$ cat config.mk
export PLATFORM = sky130hd
export DESIGN_NAME = alu_flag_unit
export DESIGN_NICKNAME = d
export VERILOG_FILES = /design/src/rtl/alu_flag_unit.sv
export SDC_FILE = /design/constraint.sdc
export NUM_CORES = 1
export LEC_CHECK = 0
export BUFFER_PORTS_ARGS = -buffer_cell sky130_fd_sc_hd__buf_2
export CAP_MARGIN = 20
export CORE_ASPECT_RATIO = 0.9
export CORE_UTILIZATION = 32
export CTS_BUF_LIST = sky130_fd_sc_hd__clkbuf_16
export DETAILED_ROUTE_END_ITERATION = 8
export PLACE_DENSITY_LB_ADDON = 0.1
export SLEW_MARGIN = 20
export SYNTH_ARGS = -nofsm -noshare
export SYNTH_HDL_FRONTEND = slang
export SYNTH_SLANG_ARGS = --single-unit
$ cat constraint.sdc
create_clock -name clk -period 1.75 [get_ports clk]
set_clock_uncertainty 0.1 [all_clocks]
set_input_delay 0.35 -clock clk [delete_from_list [all_inputs] [get_ports clk]]
set_output_delay 0.35 -clock clk [all_outputs]
set_load 0.1 [all_outputs]
$ cat src/rtl/alu_flag_unit.sv
module alu_flag_unit #(
  parameter int DW = 16
) (
  input  logic          clk,
  input  logic          rst_n,
  input  logic [DW-1:0] op_a,
  input  logic [DW-1:0] op_b,
  input  logic [DW-1:0] result,
  input  logic          carry_out,
  input  logic          word_sel,
  input  logic [1:0]    op_class,
  input  logic          wr_en,
  output logic [5:0]    flags_q
);
  localparam int HB = DW / 2;

  logic sa, sb, sr, is_add, is_sub, zero_w, zero_b;
  logic [5:0] nxt;

  assign is_add = (op_class == 2'd0);
  assign is_sub = (op_class == 2'd1);

  assign sa = word_sel ? op_a[DW-1]   : op_a[HB-1];
  assign sb = word_sel ? op_b[DW-1]   : op_b[HB-1];
  assign sr = word_sel ? result[DW-1] : result[HB-1];

  assign zero_b = ~|result[HB-1:0];
  assign zero_w = zero_b & ~|result[DW-1:HB];

  assign nxt[0] = (is_add & carry_out) | (is_sub & ~carry_out);
  assign nxt[1] = ~^result[7:0];
  assign nxt[2] = (is_add | is_sub) & (op_a[4] ^ op_b[4] ^ result[4]);
  assign nxt[3] = word_sel ? zero_w : zero_b;
  assign nxt[4] = sr;
  assign nxt[5] = (is_add & (sa == sb) & (sr != sa)) |
                  (is_sub & (sa != sb) & (sr != sa));

  always_ff @(posedge clk) begin
    if (!rst_n)     flags_q <= '0;
    else if (wr_en) flags_q <= nxt;
  end
endmodule


Word-level counts from Yosys, hierarchy flattened --
Index checks and enable logic that the tools add are counted.
Word-level totals: register bits 6, word-level logic and storage cells 29, output and inout bits 6, bits of input ports 55
Cells by class: equal/unequal tests 4, reductions and logical operators 6, mux-type cells 4, bitwise logic cells 14
Operator list (count):
- $reduce_or 8->1 | 2
- $and 1x1->1 | 8
- $reduce_xnor 8->1 | 1
- $mux 1 | 4
- $or 1x1->1 | 3
- $eq 2x1->1 const B | 1
- $logic_not 1->1 | 2
- $logic_not 2->1 | 1
- $ne 1x1->1 | 2
- $xor 1x1->1 | 2
- $eq 1x1->1 | 1
- $not 1->1 | 1

Depth between registers and ports, before layout --
word-level depth 5, depth in mapped cells 6, depth with buffers taken out 6

Worst setup path before layout --
No wires, ideal clock.
kind register to register, start point reg flags_q[3] (netlist name), end point reg flags_q[3], cell stages (with the launch flop) 3, data required time 1.592 ns, setup time 0.058 ns, slack 0.358 ns, clock period less this slack 1.392 ns, data arrival time 1.235 ns, buffers on the path 0, cells stage by stage dfxtp_1 > nor2b_1 > o21a_1
RTL lines:
- end signal, assigned | line 40 | else if (wr_en) flags_q <= nxt;
- end, declared | line 13 | output logic [5:0] flags_q

Worst setup path after layout --
start point reg flags_q[4], end point out flags_q[4]
No word-level cell between the ends.

==> impl_metrics.yaml <==
sta:
  fin_crit_ns: 1.416
  slew_viol_final: 0
  rsz0062_at_grt: "no"
  tightest_slew_ns: 0.4908
  maxSlewHeadroom_pct: 67.50
  setup_viol: 0
  timing.hold.ws_ns: 0.3148
  period_share_pct: 80.94
  hold_viol_final: 0
  tns_ns: 0
  fmax_mhz: 706.0
setup_path:
  cp.required_ns: 1.30
  crit_chain: "buf_2"
  crit_buf_inv: 1
  critical_path.top_delay_family: "buffers and inverters"
  critPathLaunchType: "flop"
  slowest_delay_ns: 0.43
  crit_path_end_kind: "output port"
  slowest_stage: "buf_2"
  arrival_ns: 0.97
  crit_type: "reg2out"
  crit_path_max_fanout: 2
clock_tree:
  cts_buffers: 3
  root_buffer: "clkbuf_16"
  cts_hold_buf: 0
  clock_latency_ns: 0.23
  cts_buffer_depth: 2
  h-tree-depth: 1
  clock_sinks: 6
  ctsResizeCount: 0
  post-cts-setup-buffers: 0
  path_clk_slew_ns: 0.03
  cts_tree: "yes"
yosys:
  synth_cell_type_count: 22
  syn_nets: 113
  synth.area.top_cells: "dfxtp_1, xnor2_1, ha_1, mux2i_1, inv_1"
  synthCells: 54
  avgSynthCellArea_sq_um: 8.666
  netlist_area_sq_um: 467.9
  ys_seq_area_share_pct: 25.67
  yosysWarnings: 0
  yosysTopAreaCell: "dfxtp_1"
  synth.ff_latch_count: 6
  netlist.area_leader.share_pct: 25.67
final_layout:
  regMostFlops: "flags_q"
  n_antenna_cell: 0
  final_common_cell: "buf_2"
  design_area_sq_um: 725.7
  drive_gt1_share_pct: 41.11
  largest_reg_flops: 6
  area_delta_synth_final_pct: 55.08
  most-common-layout-cells: "buf_2, xnor2_1, inv_1, dfxtp_1"
  reg_top3: "flags_q x6"
  nets: 151
routing:
  vias: 470
  drcViolationCount: 0
  wirelength_microns: 1004
  routedWlPerCell_microns: 9.654
  drtPass1Iterations: 4
  antenna_left: 0
  vias_per_cell: 4.519
  drtIter0Drc: 1
floorplanning:
  rows: 12
  die_y_microns: 38.28
  core_sq_um: 1291
  die_w_microns: 42.31
  start_util_pct: 36.24
  ios: 61
  die_area_sq_um: 1620
global_route:
  grt_usage_pct: 15.62
  grt-ovfl-total: 0
  grt_pass1_vias: 430
  antenna_found_initial: 0
  grt_start_max_net_pins: 11
  grt_first_pass_wirelength_microns: 1752
place:
  hpwl_microns: 777.1
  place.gp.congestion: 0.6870
  portBuffers: 34
  place_area_sq_um: 650.6
pwr:
  vdd_drop_max_mv: 0.5581
  p_leak_nw: 0.3927
  power_density_nw_per_um2: 986.1
hold_path:
  hp-class: "in2reg"
run_status:
  status: "finished, final reports clean"
run:
  cap_violations: 0
-- per-layer routing --
layer | routed length, microns | vias to the layer above | global-route usage, %
met1 | 496 | 191 | 17.24
met3 | 126 | 2 | 10.85
met4 | 8 | 0 | 9.375
met2 | 373 | 24 | 21.92
li1 | - | 253 | -
met5 | 0 | - | 0
-- final timing paths --
path              slack, ns               startpoint                       to  cells after the start
hold reg to reg        0.37  flags_q[5]$_SDFFE_PN0P_  flags_q[5]$_SDFFE_PN0P_                      2
hold / removal         0.31                    rst_n  flags_q[3]$_SDFFE_PN0P_                      2
setup / recovery       0.33  flags_q[4]$_SDFFE_PN0P_               flags_q[4]                      1
setup reg to reg       0.97  flags_q[3]$_SDFFE_PN0P_  flags_q[3]$_SDFFE_PN0P_                      2
-- per-stage QoR --
step	setup slack (ns)	total power, W	std cells	utilization [%]
2_1_floorplan	0.3579	0.0002913	54	-
3_3_place_gp	0.2748	0.0003454	101	50.39
3_5_place_dp	0.2662	0.0003471	101	50.39
4_1_cts	0.3282	0.0007206	104	56.20
5_1_grt	0.3027	0.0007464	104	56.20
6_report	0.3335	0.0007156	104	56.20
-- kinds of logic (layout without fill, tap and decap cells) --
logic type	count (synthesis)	in the layout	synth area share, %
xor gates and xnor gates	11	11	20.59
adders and majority gates	4	4	10.70
buffers and inverters	9	45	7.486
and+or+nand+nor	14	14	17.91
AOI/OAI and AO/OA	6	6	9.091
DFF	6	6	25.67
muxes	4	4	8.556
-- report_power, final --
group | total (W) | switching, W | internal (W)
sequential | 0.000151 | 0.00000361 | 0.000147
clock | 0.000372 | 0.0000784 | 0.000293
combinational | 0.000193 | 0.000120 | 0.0000731
-- cell usage after synthesis --
cell type  instances
and3_1             1
mux2i_1            4
xor2_1             2
o21a_1             1
nor2_1             1
ha_1               4
o211ai_1           1
nor2b_1            3
a21oi_1            1
o211a_1            1
inv_1              8
o21ai_1            1
buf_2              1
a21boi_0           1
nor4_1             2
nand3b_1           2
nand2_1            2
dfxtp_1            6
nand3_1            1
nand2b_1           1
nand4b_1           1
xnor2_1            9
-- cell type report --
class                      instances  area, sq um
tap                               14        17.52
clock buffer                       3        75.07
fill                             124        565.5
timing repair buffer              34        170.2
multi-input combinational         39        312.8
inverter                           8        30.03
sequential                         6        120.1
No activity file was read; power rests on OpenSTA's default activity.
